File: src/rtl/ow_pkg.sv
package ow_pkg;
  typedef enum logic [2:0] {
    ST_IDLE,
    ST_WSLOT,
    ST_RSLOT,
    ST_WAIT_HIGH,
    ST_PD_WAIT,
    ST_PD_DRIVE
  } slot_state_e;

  function automatic int unsigned pick_us(input logic od, input int unsigned reg_us,
                                          input int unsigned od_us);
    return od ? od_us : reg_us;
  endfunction
endpackage

File: src/rtl/ow_tick_gen.sv
module ow_tick_gen #(
  parameter int unsigned DIV = 50
) (
  input  logic clk_i,
  input  logic rst_ni,
  output logic tick_o
);
  localparam int unsigned DW = $clog2(DIV + 1);
  logic [DW-1:0] cnt_q;

  always_ff @(posedge clk_i or negedge rst_ni) begin
    if (!rst_ni) begin
      cnt_q  <= '0;
      tick_o <= 1'b0;
    end else if (cnt_q == DW'(DIV - 1)) begin
      cnt_q  <= '0;
      tick_o <= 1'b1;
    end else begin
      cnt_q  <= cnt_q + 1'b1;
      tick_o <= 1'b0;
    end
  end
endmodule

File: src/rtl/ow_edge_timer.sv
module ow_edge_timer #(
  parameter int unsigned CW = 10
) (
  input  logic          clk_i,
  input  logic          rst_ni,
  input  logic          line_i,
  input  logic          tick_i,
  output logic          fall_o,
  output logic          rise_o,
  output logic [CW-1:0] low_us_o
);
  logic line_q;

  assign fall_o = line_q & ~line_i;
  assign rise_o = ~line_q & line_i;

  always_ff @(posedge clk_i or negedge rst_ni) begin
    if (!rst_ni) begin
      line_q   <= 1'b1;
      low_us_o <= '0;
    end else begin
      line_q <= line_i;
      if (fall_o) low_us_o <= '0;
      else if (!line_i && tick_i && (low_us_o != '1)) low_us_o <= low_us_o + 1'b1;
    end
  end
endmodule

File: src/rtl/ow_slot_ctrl.sv
module ow_slot_ctrl
  import ow_pkg::*;
#(
  parameter int unsigned CW            = 10,
  parameter int unsigned RST_MIN_US    = 480,
  parameter int unsigned OD_RST_MIN_US = 48,
  parameter int unsigned PD_WAIT_US    = 30,
  parameter int unsigned OD_PD_WAIT_US = 3,
  parameter int unsigned PD_LEN_US     = 120,
  parameter int unsigned OD_PD_LEN_US  = 12,
  parameter int unsigned SAMPLE_US     = 30,
  parameter int unsigned OD_SAMPLE_US  = 3,
  parameter int unsigned HOLD_US       = 30,
  parameter int unsigned OD_HOLD_US    = 3
) (
  input  logic          clk_i,
  input  logic          rst_ni,
  input  logic          tick_i,
  input  logic          line_i,
  input  logic          fall_i,
  input  logic          rise_i,
  input  logic [CW-1:0] low_us_i,
  input  logic          tx_mode_i,
  input  logic          tx_bit_i,
  input  logic          od_req_i,
  output logic          reset_seen_o,
  output logic          bit_valid_o,
  output logic          bit_value_o,
  output logic          tx_request_o,
  output logic          pull_o,
  output logic          od_o
);
  slot_state_e   st_q;
  logic [CW-1:0] el_q;
  logic          self_low_q;
  logic          long_rst, short_rst;
  logic [CW-1:0] t_sample, t_hold, t_pdw, t_pdl;

  assign t_sample = CW'(pick_us(od_o, SAMPLE_US, OD_SAMPLE_US));
  assign t_hold   = CW'(pick_us(od_o, HOLD_US, OD_HOLD_US));
  assign t_pdw    = CW'(pick_us(od_o, PD_WAIT_US, OD_PD_WAIT_US));
  assign t_pdl    = CW'(pick_us(od_o, PD_LEN_US, OD_PD_LEN_US));

  // a low started by our own pull-down never counts as a reset
  assign long_rst  = rise_i && !self_low_q && (low_us_i >= CW'(RST_MIN_US));
  assign short_rst = rise_i && !self_low_q && od_o && (low_us_i >= CW'(OD_RST_MIN_US));

  always_ff @(posedge clk_i or negedge rst_ni) begin
    if (!rst_ni) begin
      st_q         <= ST_IDLE;
      el_q         <= '0;
      self_low_q   <= 1'b0;
      reset_seen_o <= 1'b0;
      bit_valid_o  <= 1'b0;
      bit_value_o  <= 1'b0;
      tx_request_o <= 1'b0;
      pull_o       <= 1'b0;
      od_o         <= 1'b0;
    end else begin
      reset_seen_o <= 1'b0;
      bit_valid_o  <= 1'b0;
      tx_request_o <= 1'b0;
      if (tick_i && (el_q != '1)) el_q <= el_q + 1'b1;
      if (fall_i) self_low_q <= pull_o;
      if (od_req_i) od_o <= 1'b1;

      if (long_rst || short_rst) begin
        reset_seen_o <= 1'b1;
        pull_o       <= 1'b0;
        st_q         <= ST_PD_WAIT;
        el_q         <= '0;
        if (long_rst) od_o <= 1'b0;
      end else begin
        unique case (st_q)
          ST_IDLE: if (fall_i) begin
            el_q <= '0;
            if (tx_mode_i) begin
              tx_request_o <= 1'b1;
              pull_o       <= ~tx_bit_i;
              st_q         <= ST_RSLOT;
            end else begin
              st_q <= ST_WSLOT;
            end
          end
          ST_WSLOT: if (el_q >= t_sample) begin
            bit_valid_o <= 1'b1;
            bit_value_o <= line_i;
            st_q        <= ST_WAIT_HIGH;
          end
          ST_RSLOT: if (el_q >= t_hold) begin
            pull_o <= 1'b0;
            st_q   <= ST_WAIT_HIGH;
          end
          ST_WAIT_HIGH: if (line_i && !pull_o) st_q <= ST_IDLE;
          ST_PD_WAIT: if (el_q >= t_pdw) begin
            pull_o <= 1'b1;
            el_q   <= '0;
            st_q   <= ST_PD_DRIVE;
          end
          ST_PD_DRIVE: if (el_q >= t_pdl) begin
            pull_o <= 1'b0;
            st_q   <= ST_WAIT_HIGH;
          end
          default: st_q <= ST_IDLE;
        endcase
      end
    end
  end
endmodule

File: src/rtl/ow_slot_frontend.sv
module ow_slot_frontend #(
  parameter int unsigned CLK_FREQ_HZ   = 50_000_000,
  parameter int unsigned RST_MIN_US    = 480,
  parameter int unsigned OD_RST_MIN_US = 48,
  parameter int unsigned PD_WAIT_US    = 30,
  parameter int unsigned OD_PD_WAIT_US = 3,
  parameter int unsigned PD_LEN_US     = 120,
  parameter int unsigned OD_PD_LEN_US  = 12,
  parameter int unsigned SAMPLE_US     = 30,
  parameter int unsigned OD_SAMPLE_US  = 3,
  parameter int unsigned HOLD_US       = 30,
  parameter int unsigned OD_HOLD_US    = 3
) (
  input  logic clk_i,
  input  logic rst_ni,
  input  logic line_i,
  input  logic tx_mode_i,
  input  logic tx_bit_i,
  input  logic od_req_i,
  output logic reset_seen_o,
  output logic bit_valid_o,
  output logic bit_value_o,
  output logic tx_request_o,
  output logic pull_o,
  output logic od_o
);
  localparam int unsigned TICK_DIV = CLK_FREQ_HZ / 1_000_000;
  localparam int unsigned CW       = $clog2(RST_MIN_US + 1) + 1;

  logic          tick;
  logic          fall, rise;
  logic [CW-1:0] low_us;

  ow_tick_gen #(.DIV(TICK_DIV)) u_tick (
    .clk_i (clk_i),
    .rst_ni(rst_ni),
    .tick_o(tick)
  );

  ow_edge_timer #(.CW(CW)) u_edge (
    .clk_i   (clk_i),
    .rst_ni  (rst_ni),
    .line_i  (line_i),
    .tick_i  (tick),
    .fall_o  (fall),
    .rise_o  (rise),
    .low_us_o(low_us)
  );

  ow_slot_ctrl #(
    .CW(CW), .RST_MIN_US(RST_MIN_US), .OD_RST_MIN_US(OD_RST_MIN_US),
    .PD_WAIT_US(PD_WAIT_US), .OD_PD_WAIT_US(OD_PD_WAIT_US),
    .PD_LEN_US(PD_LEN_US), .OD_PD_LEN_US(OD_PD_LEN_US),
    .SAMPLE_US(SAMPLE_US), .OD_SAMPLE_US(OD_SAMPLE_US),
    .HOLD_US(HOLD_US), .OD_HOLD_US(OD_HOLD_US)
  ) u_ctrl (
    .clk_i       (clk_i),
    .rst_ni      (rst_ni),
    .tick_i      (tick),
    .line_i      (line_i),
    .fall_i      (fall),
    .rise_i      (rise),
    .low_us_i    (low_us),
    .tx_mode_i   (tx_mode_i),
    .tx_bit_i    (tx_bit_i),
    .od_req_i    (od_req_i),
    .reset_seen_o(reset_seen_o),
    .bit_valid_o (bit_valid_o),
    .bit_value_o (bit_value_o),
    .tx_request_o(tx_request_o),
    .pull_o      (pull_o),
    .od_o        (od_o)
  );
endmodule

File: config.mk
export PLATFORM = sky130hd
export DESIGN_NAME = ow_slot_frontend
export DESIGN_NICKNAME = d
export VERILOG_FILES = /design/src/rtl/ow_pkg.sv /design/src/rtl/ow_tick_gen.sv /design/src/rtl/ow_edge_timer.sv /design/src/rtl/ow_slot_ctrl.sv /design/src/rtl/ow_slot_frontend.sv
export SDC_FILE = /design/constraint.sdc
export NUM_CORES = 1
export LEC_CHECK = 0
export ABC_AREA = 1
export BUFFER_PORTS_ARGS = -buffer_cell sky130_fd_sc_hd__buf_4
export CORE_ASPECT_RATIO = 0.6
export CORE_MARGIN = 2
export CORE_UTILIZATION = 55
export DETAILED_ROUTE_END_ITERATION = 8
export PLACE_DENSITY = 0.77
export SLEW_MARGIN = 20
export SYNTH_ARGS = -nofsm -noshare
export SYNTH_HDL_FRONTEND = slang
export SYNTH_SLANG_ARGS = --single-unit
File: constraint.sdc
create_clock -name clk_i -period 4 [get_ports clk_i]
set_input_delay 0.4 -clock clk_i [delete_from_list [all_inputs] [get_ports clk_i]]
set_output_delay 0.4 -clock clk_i [all_outputs]
set_load 0.05 [all_outputs]
Word level (Yosys, flattened, before mapping)
Index checks and enable logic that the tools add are counted.
{"block": "word_totals", "regBits": 38, "output_inout_bits": 6, "wordCells": 97, "input_bits": 6}
{"block": "classes", "bitwise_logic": 6, "reduce_logical": 19, "magnitude_cmp": 4, "n_eq_ne": 15, "n_addsub": 3, "muxes": 37}
{"cell": "10-bit two-way mux", "n": 6}
{"cell": "10-bit by 1-bit adder with 10-bit output (second input constant)", "n": 2}
{"cell": "10-bit >= comparator", "n": 2}
{"cell": "10-bit != test (second input constant)", "n": 2}
{"cell": "10-bit case mux with 2 select lines", "n": 1}
{"cell": "1-bit two-way mux", "n": 18}
{"cell": "3-bit two-way mux", "n": 6}
{"cell": "3-bit by 1-bit != test with 1-bit output (second input constant)", "n": 5}
{"cell": "3-bit case mux with 5 select lines", "n": 1}
{"cell": "10-bit by 6-bit >= comparator with 1-bit output (second input constant)", "n": 1}
{"cell": "10-bit by 9-bit >= comparator with 1-bit output (second input constant)", "n": 1}
{"cell": "1-bit logical AND", "n": 8}
{"cell": "7-bit two-way mux", "n": 1}
{"cell": "6-bit by 1-bit adder with 6-bit output (second input constant)", "n": 1}
{"cell": "3-bit by 2-bit equality test with 1-bit output (second input constant)", "n": 2}
{"cell": "3-bit equality test (second input constant)", "n": 2}
{"cell": "6-bit equality test (second input constant)", "n": 1}
{"cell": "6-bit two-way mux", "n": 1}
{"cell": "3-bit by 2-bit != test with 1-bit output (second input constant)", "n": 2}
{"cell": "6-bit AND reduction", "n": 1}
{"cell": "5-bit two-way mux", "n": 1}
{"cell": "5-bit AND reduction", "n": 1}
{"cell": "5-bit nonzero test", "n": 1}
{"cell": "1-bit inverter", "n": 4}
{"cell": "other kinds (10)", "n": 13}

Depth between registers and ports, before layout
Gate-level depths: netlist (run 1).
{"block": "depth", "depth_word": 8, "depth_mapped": 13, "mapped_depth_nobuf": 13}

Cells and area by module
From an unflattened synthesis (run 1), not the netlist that was laid out.
{"block": "unflattened", "hier_cells": 344, "hier_area_um2": 2477.4}
{"module": "ow_slot_ctrl", "area_per_inst_um2": 1485.2, "cells_per_inst": 216, "instances": 1, "seq_area_each_um2": 500.5}
{"module": "ow_edge_timer", "area_per_inst_um2": 669.4, "cells_per_inst": 93, "instances": 1, "seq_area_each_um2": 276.5}
{"module": "ow_tick_gen", "area_per_inst_um2": 322.8, "cells_per_inst": 35, "instances": 1, "seq_area_each_um2": 175.2}

Worst setup path after synthesis (run 1)
No wires, ideal clock.
{"block": "synth_path", "path_type": "register -> register", "from": "reg u_ctrl.od_o", "to": "reg u_ctrl.st_q[0]", "synth_period_minus_slack_ns": 1.906, "slack_ns": 2.094, "path_buffers": 0, "t_required_ns": 3.882, "stages_incl_launch_ff": 12, "t_arrival_ns": 1.788, "setup_ns": 0.118, "cell_sequence": "dfrtp_1 ha_1 nor2_1 nand3_1 nand2_1 nand2_1 nand3_1 nand2_1 inv_1 nand2_1 nand3_1 nand2_1"}
{"block": "synth_via", "elab_chain_cells": 5, "elab_cells_between_ends": 14, "cone_classes": "order compare (2); eq/ne (5); mux (3); reduce/logical (4)"}
{"item": "start: declaration", "line": "ow_slot_ctrl.sv:31", "rtl": "output logic od_o"}
{"item": "start signal: assignment", "line": "ow_slot_ctrl.sv:58", "rtl": "od_o <= 1'b0;"}
{"item": "start signal: assignment", "line": "ow_slot_ctrl.sv:65", "rtl": "if (od_req_i) od_o <= 1'b1;"}
{"item": "start signal: assignment", "line": "ow_slot_ctrl.sv:72", "rtl": "if (long_rst) od_o <= 1'b0;"}
{"item": "parallel branches: the longest is 5 deep, another holds 10-bit >= comparator"}
{"item": "end signal: assignment", "line": "ow_slot_ctrl.sv:50", "rtl": "st_q <= ST_IDLE;"}
{"item": "end signal: assignment", "line": "ow_slot_ctrl.sv:70", "rtl": "st_q <= ST_PD_WAIT;"}
{"item": "end signal: assignment", "line": "ow_slot_ctrl.sv:80", "rtl": "st_q <= ST_RSLOT;"}
{"item": "end: declaration", "line": "ow_slot_ctrl.sv:33", "rtl": "slot_state_e st_q;"}
Parallel ways; which one is timed is not known.
A chain may end at the register's enable or synchronous reset.

Worst setup path in the final report (run 1)
{"block": "layout_path", "from": "reg u_ctrl.od_o", "to": "reg u_ctrl.el_q[0]"}
{"block": "layout_via", "elab_chain_cells": 5, "elab_cells_between_ends": 8, "cone_classes": "order compare (1); mux (4); reduce/logical (3)"}
{"item": "5-bit two-way mux", "line": "ow_pkg.sv:13", "rtl": "return od ? od_us : reg_us;"}
{"item": "10-bit >= comparator", "line": "ow_slot_ctrl.sv:95", "rtl": "ST_PD_WAIT: if (el_q >= t_pdw) begin"}
{"item": "10-bit two-way mux", "line": "ow_slot_ctrl.sv:95"}
{"item": "10-bit case mux with 2 select lines", "line": "ow_slot_ctrl.sv:74", "rtl": "unique case (st_q)"}
{"item": "10-bit two-way mux (*)", "line": "ow_slot_ctrl.sv:67", "rtl": "if (long_rst || short_rst) begin"}
{"item": "end signal: assignment", "line": "ow_slot_ctrl.sv:63", "rtl": "if (tick_i && (el_q != '1)) el_q <= el_q + 1'b1;"}
{"item": "end: declaration", "line": "ow_slot_ctrl.sv:34", "rtl": "logic [CW-1:0] el_q;"}
Every way passes the cells marked *; elsewhere a longest branch is shown, timed or not.

==> results of run 1 <==
[per-stage QoR]
step	area [µm²]	cells	hold WS [ns]	total power, µW	utilization (%)
2_1_floorplan	2250	301	0.104	725	-
3_3_place_gp	2380	358	0.397	808	62.9
3_5_place_dp	2380	358	0.400	812	62.9
4_1_cts	2460	365	0.0918	1060	64.9
5_1_grt	2460	365	0.105	1130	64.9
6_report	2460	365	0.0649	1060	64.9
[per-layer routing]
layer	global-route usage (%)	up-vias	share of wire (%)
li1	-	988	-
met4	4.69	0	0.31
met1	36.1	906	51
met2	33.6	91	40
met5	0	-	0
met3	5.06	2	8.0
[how the worst max path moves through the flow]
stage	to	slack, ns	depth (start not counted)
after detailed placement	u_ctrl.el_q[2]	2.21	10
final	u_ctrl.el_q[0]	2.09	8
after global routing	u_ctrl.el_q[2]	1.89	8
after CTS	u_ctrl.el_q[2]	2.12	8
after global placement	u_ctrl.pull_o	2.25	9
after floorplan	u_ctrl.st_q[0]	2.09	11
[kinds of logic after synthesis]
family	count (synthesis)
simple gates	167
fa+ha+maj	13
buf+inv	49
flops	38
compound gates	26
xor+xnor	8
[power by group through the flow]
stage | clock, µW | combinational, µW | sequential [µW]
floorplan | 0 | 248 | 477
global placement | 0 | 350 | 458
detailed placement | 0 | 354 | 458
CTS | 249 | 358 | 452
global route | 268 | 406 | 458
finish | 245 | 362 | 453
[state kept, by name (all words and copies together) (netlist names)]
register / flops
u_ctrl.bit_valid_o: 1
u_ctrl.bit_value_o: 1
u_ctrl.el_q: 10
u_ctrl.od_o: 1
u_ctrl.pull_o: 1
u_ctrl.reset_seen_o: 1
u_ctrl.self_low_q: 1
u_ctrl.st_q: 3
u_ctrl.tx_request_o: 1
u_edge.line_q: 1
u_edge.low_us_o: 10
u_tick.cnt_q: 6
u_tick.tick_o: 1
[cells in the final DEF (no fill, tap or decap)]
master and count:
inv_2 2, o31ai_1 2, or2_1 1, o21ai_1 3, and3_1 1, xor2_1 7, nand2_1 60, inv_1 46
o21ai_2 1, o211ai_1 1, o21a_1 1, buf_4 11, clkbuf_8 5, xnor2_1 1, or2_2 2, nor2_1 47
dfstp_2 1, a21oi_1 8, clkbuf_1 2, nand3_2 1, nor3_2 1, nand2_2 5, nand4_1 2, nand3_1 28
nor2_2 3, o21ai_0 10, ha_1 13, dfrtp_1 37, nor3_1 15, nand3b_1 1
[cell type report]
| type | count | area share (%) |
|---|---|---|
| Multi-Input combinational cell | 214 | 45.1 |
| Timing Repair Buffer | 11 | 3.36 |
| Tap cell | 47 | 2.39 |
| Sequential cell | 38 | 38.7 |
| Inverter | 48 | 7.33 |
| Clock buffer | 7 | 3.10 |
==> results_dict.tcl, run 1 <==
set metrics [dict create \
    multi_input_area_um2 1110 \
    sequentialPowerShare_pct 42.7 \
    vias_per_cell 5.44 \
    netlist_instances 301 \
    port_buffers 11 \
    fin_ws_ns 2.09 \
    arrival_ns 2.10 \
    ios 12 \
    synth_top_family_by_area "simple AND/OR/NAND/NOR gates" \
    num_rows 17 \
    period_minus_slack_ns 1.91 \
    max-vdd-ir-drop_mv 0.269 \
    fin_crit_sh_pct 47.7 \
    antenna_cells 0 \
    fin_nets 337 \
    p_leak_uw 0.00129 \
    clkTransAtPathRegs_ns 0.07 \
    p_comb_share_pct 34.1 \
    cts_tree "built" \
    synth.avg_cell_area_um2 7.48 \
    path_class "reg -> reg" \
    ys_types 28 \
    grt_usage_pct 23.3 \
    grt_pass1_vias 1721 \
    synth_simple_gate_area_share_pct 32.5 \
    drc 0 \
    critPathLaunch "u_ctrl.od_o" \
    crit_required_ns 4.20 \
    fin_setup_tns_ns 0 \
    grt.overflow.total 0 \
    dp_hpwl_um 3510 \
    wl_per_cell_um 13.2 \
    vias 1987 \
    synth_ff_type "dfrtp_1" \
    ctsRootBufferMaster "clkbuf_8" \
    max-slew-margin-rel_pct 68.0 \
    synth_xor_area_share_pct 3.11 \
    cts_max_path_buffers 2 \
    ys_seq_area_share_pct 42.3 \
    hp-class "in -> async" \
    initial_core_util_pct 59.5 \
    crit_fanout 10 \
    fp.dieW_um 86.6 \
    crit_path_end_kind "flip-flop" \
    synth.mux.area_fraction_pct 0 \
    swShare_pct 38.2 \
    synthTopCellsByArea "dfrtp_1 41%, nand2_1 10%, nor2_1 7.8%, inv_1 7.7%, ha_1 7.2%" \
    synth_fp_nets 320 \
    tightest_slew_ns 0.481 \
    p_per_area_nw_per_um2 431 \
    grt_max_degree 39 \
    yosys_warnings 0 \
    synth_compound_area_share_pct 6.39 \
    synth-seq-cells 38 \
    post_cts.repair.setup_buffers 0 \
    intPower_uw 655 \
    ant_nets 0 \
    r2r_slack_ns 2.09 \
    r2r-start "u_ctrl.od_o" \
    path_delay_family "simple AND/OR/NAND/NOR gates" \
    yosys-top-cells-count "60 x nand2_1, 47 x nor2_1, 46 x inv_1" \
    async_flop_share_pct 100 \
    drt-total-wl_um 4820 \
    cts.sink_count 38 \
    die_area_um2 4640 \
    fmax_mhz 525 \
    clock_latency_ns 0.28 \
    cp_slowest_stage_delay_ns 0.50 \
    finalMaxSlewViolations 0 \
    setup_violations 0 \
    clock_power_share_pct 23.2 \
    status "complete, no violations" \
    path_common_cell "nand2_1" \
    postCtsHoldBufs 0 \
    synth_top_area_share_pct 41.1 \
    core_region_area_um2 3790 \
    synth_most_common_cell "nand2_1" \
    skew_ns 0.00635 \
    cap_violations 0 \
    regArea_um2 952 \
    syn_area_um2 2250 \
    place_ws_ns 2.21 \
    yosys.area.top_type "dfrtp_1" \
    grt_first_pass_wirelength_um 8170 \
    slowest_stage "dfrtp_1" \
    syn_to_final_growth_pct 9.17 \
    rr_endpoint "u_ctrl.el_q[0]" \
    n_fill_cell 322 \
    grt_setup_unrepaired "no" \
    synth_edf_count 0 \
    post_cts_resized 0 \
    worst-path-buf-inv 0 \
    dr.pass1.iters 5 \
    r2r_cells 8 \
    first_iter_violations 176 \
    layout-drive-gt1-share_pct 10.1 \
    htree_num_levels 2 \
    power_switching_uw 405 \
    synthAdderAreaFrac_pct 7.22 \
    start_kind "flip-flop" \
    crit_path_cell_trace "ha_1 > a21oi_1 > nand2_1 > nand2_1 > nand3_1 > nand2_1 > nand2_2 > nor3_1" \
    cts_made_buffers 5 \
    hold_viol 0 \
    gp_congestion 0.904 \
    die_h_um 53.6 \
    antenna_found_initial 0 \
]
Power figures use the tool's default switching activity.
==> run 2, diff against run 1 <==
==> constraint.sdc (replaced) <==
create_clock -name clk_i -period 1.8 [get_ports clk_i]
set_input_delay 0.18 -clock clk_i [delete_from_list [all_inputs] [get_ports clk_i]]
set_output_delay 0.18 -clock clk_i [all_outputs]
set_load 0.05 [all_outputs]
==> results_dict.tcl, run 2 (synthesis gave the netlist of run 1 again) <==
set metrics [dict create \
    status "complete, no violations" \
    hp-class "in -> reg" \
    finalNonFillerCells 377 \
    r2r-start "u_ctrl.od_o" \
    rr_endpoint "u_ctrl.pull_o" \
    fin_crit_sh_pct 93.1 \
    r2r_cells 11 \
    max-vdd-ir-drop_mv 0.439 \
    fp.dieW_um 86.6 \
    dp_hpwl_um 3440 \
    p_per_area_nw_per_um2 934 \
    cts_made_buffers 5 \
    num_rows 17 \
    fin_nets 348 \
    initial_core_util_pct 59.5 \
    ctsRootBufferMaster "clkbuf_8" \
    r2r_slack_ns 0.12 \
    clkTransAtPathRegs_ns 0.08 \
    cts.sink_count 38 \
    ios 12 \
    arrival_ns 1.84 \
    max-slew-margin-rel_pct 67.3 \
    power_switching_uw 937 \
    clock_latency_ns 0.29 \
    port_buffers 11 \
    dr.pass1.iters 4 \
    setup_violations 0 \
    fin_ws_ns 0.125 \
    antenna_found_initial 0 \
    grt_first_pass_wirelength_um 7950 \
    hold_viol 0 \
    grt_max_degree 39 \
    grt_setup_unrepaired "yes" \
    critPathLaunch "u_ctrl.od_o" \
    clock_power_share_pct 23.4 \
    layout_common_cells "55 x nand2_1, 44 x inv_1, 44 x nor2_1" \
    grt.overflow.total 0 \
    intPower_uw 1500 \
    path_class "reg -> reg" \
    period_minus_slack_ns 1.68 \
    layout_commonest_cell "nand2_1" \
    crit_required_ns 1.97 \
    gp_congestion 0.896 \
    endpoint "u_ctrl.pull_o" \
    hp-start "line_i" \
    grt_usage_pct 22.5 \
    n_fill_cell 334 \
    place_ws_ns 0.0358 \
    start_kind "flip-flop" \
    die_area_um2 4640 \
    dpl_cell_area_um2 2410 \
    grt_pass1_vias 1779 \
    swShare_pct 38.5 \
    antenna_cells 0 \
    fmax_mhz 597 \
    p_comb_share_pct 35.3 \
    drt-total-wl_um 4520 \
    wl_per_cell_um 12.0 \
    place_inst 362 \
    ant_nets 0 \
    tightest_slew_ns 0.486 \
    final_area_um2 2610 \
    cts_tree "built" \
    finalMaxSlewViolations 0 \
    vias_per_cell 5.09 \
    p_leak_uw 0.00135 \
    cts_max_path_buffers 2 \
    vias 1918 \
    core_region_area_um2 3790 \
    layout-drive-gt1-share_pct 17.6 \
    sequentialPowerShare_pct 41.2 \
    crit_fanout 6 \
    htree_num_levels 2 \
    skew_ns 0.00973 \
    top_regs "u_ctrl.el_q (10), u_edge.low_us_o (10), u_tick.cnt_q (6)" \
    first_iter_violations 138 \
    die_h_um 53.6 \
    drc 0 \
    crit_path_end_kind "flip-flop" \
    cap_violations 0 \
    syn_to_final_growth_pct 15.7 \
]
[run 2: cell types whose count changed in the layout (fill, tap and decap cells not counted), moves of 2 or more]
cell,change
nand2_2,+3
dfrtp_1,-2
dfrtp_2,+2
nand2_1,-5
nand2_4,+2
inv_2,+2
inv_1,-2
nand3_2,+2
nand3_1,-2
nor2_1,-3
nor2_2,+2
buf_4,+9
[run 2: worst max-delay path, cell delays in order (launching register included)]
cell	delay, ns
dfrtp_2	0.46
buf_6	0.14
ha_1	0.28
nand2_1	0.05
nor2_1	0.07
nand2_1	0.06
nand2_1	0.05
nand2_1	0.06
nand3_2	0.07
nand2_2	0.08
nor3_1	0.18
nor2_1	0.05
[run 2: repair_timing]
action                     4_1_cts  5_1_grt
hold buffers                     1        0
hold endpoints to repair        37        0
buffers inserted                 0        6
resized for setup                0       19
setup endpoints to repair        0       14
[run 2: per-layer routing]
| metal | global-route usage [%] | wire length, µm |
|---|---|---|
| met5 | 0 | 0 |
| met4 | 4.69 | 12 |
| met3 | 6.13 | 212 |
| met2 | 32.7 | 1820 |
| met1 | 33.8 | 2470 |
[run 2: power groups by stage]
stage               Sequential, µW  Clock (µW)  Combinational [µW]
floorplan                     1060           0                 552
global placement              1020           0                 779
detailed placement            1020           0                 783
CTS                           1000         585                 790
global route                  1020         628                 989
finish                        1000         570                 860
[run 2: area by class of cell]
class	count	area, µm²	area share (%)
clock buffer	6	72.6	2.79
inverter	48	180	6.92
timing repair buffer	22	171	6.58
multi-input combinational	214	1150	44.3
clock inverter	2	13.8	0.528
sequential	38	955	36.6
tap	47	58.8	2.26
[run 2: metrics by stage]
stage | setup TNS, ns | utilization (%) | hold slack [ns] | total power, µW
after global placement | 0 | 63.7 | 0.179 | 1800
after detailed placement | 0 | 63.7 | 0.179 | 1800
after global routing | -0.102 | 68.8 | 0.00502 | 2630
final | 0 | 68.8 | 0.0211 | 2430
after CTS | 0 | 66.3 | 0.0133 | 2380
after floorplan | 0 | - | -0.116 | 1610
[run 2: worst min-delay path by stage]
stage	endpoint	slack [ns]	cells after the start
6_report	u_edge.line_q	0.02	1
5_1_grt	u_edge.line_q	0.005	1
4_1_cts	u_edge.line_q	0.01	1
3_5_place_dp	u_tick.cnt_q[0]	0.18	1
3_3_place_gp	u_tick.cnt_q[0]	0.18	1
2_1_floorplan	u_ctrl.bit_valid_o	-0.12	0
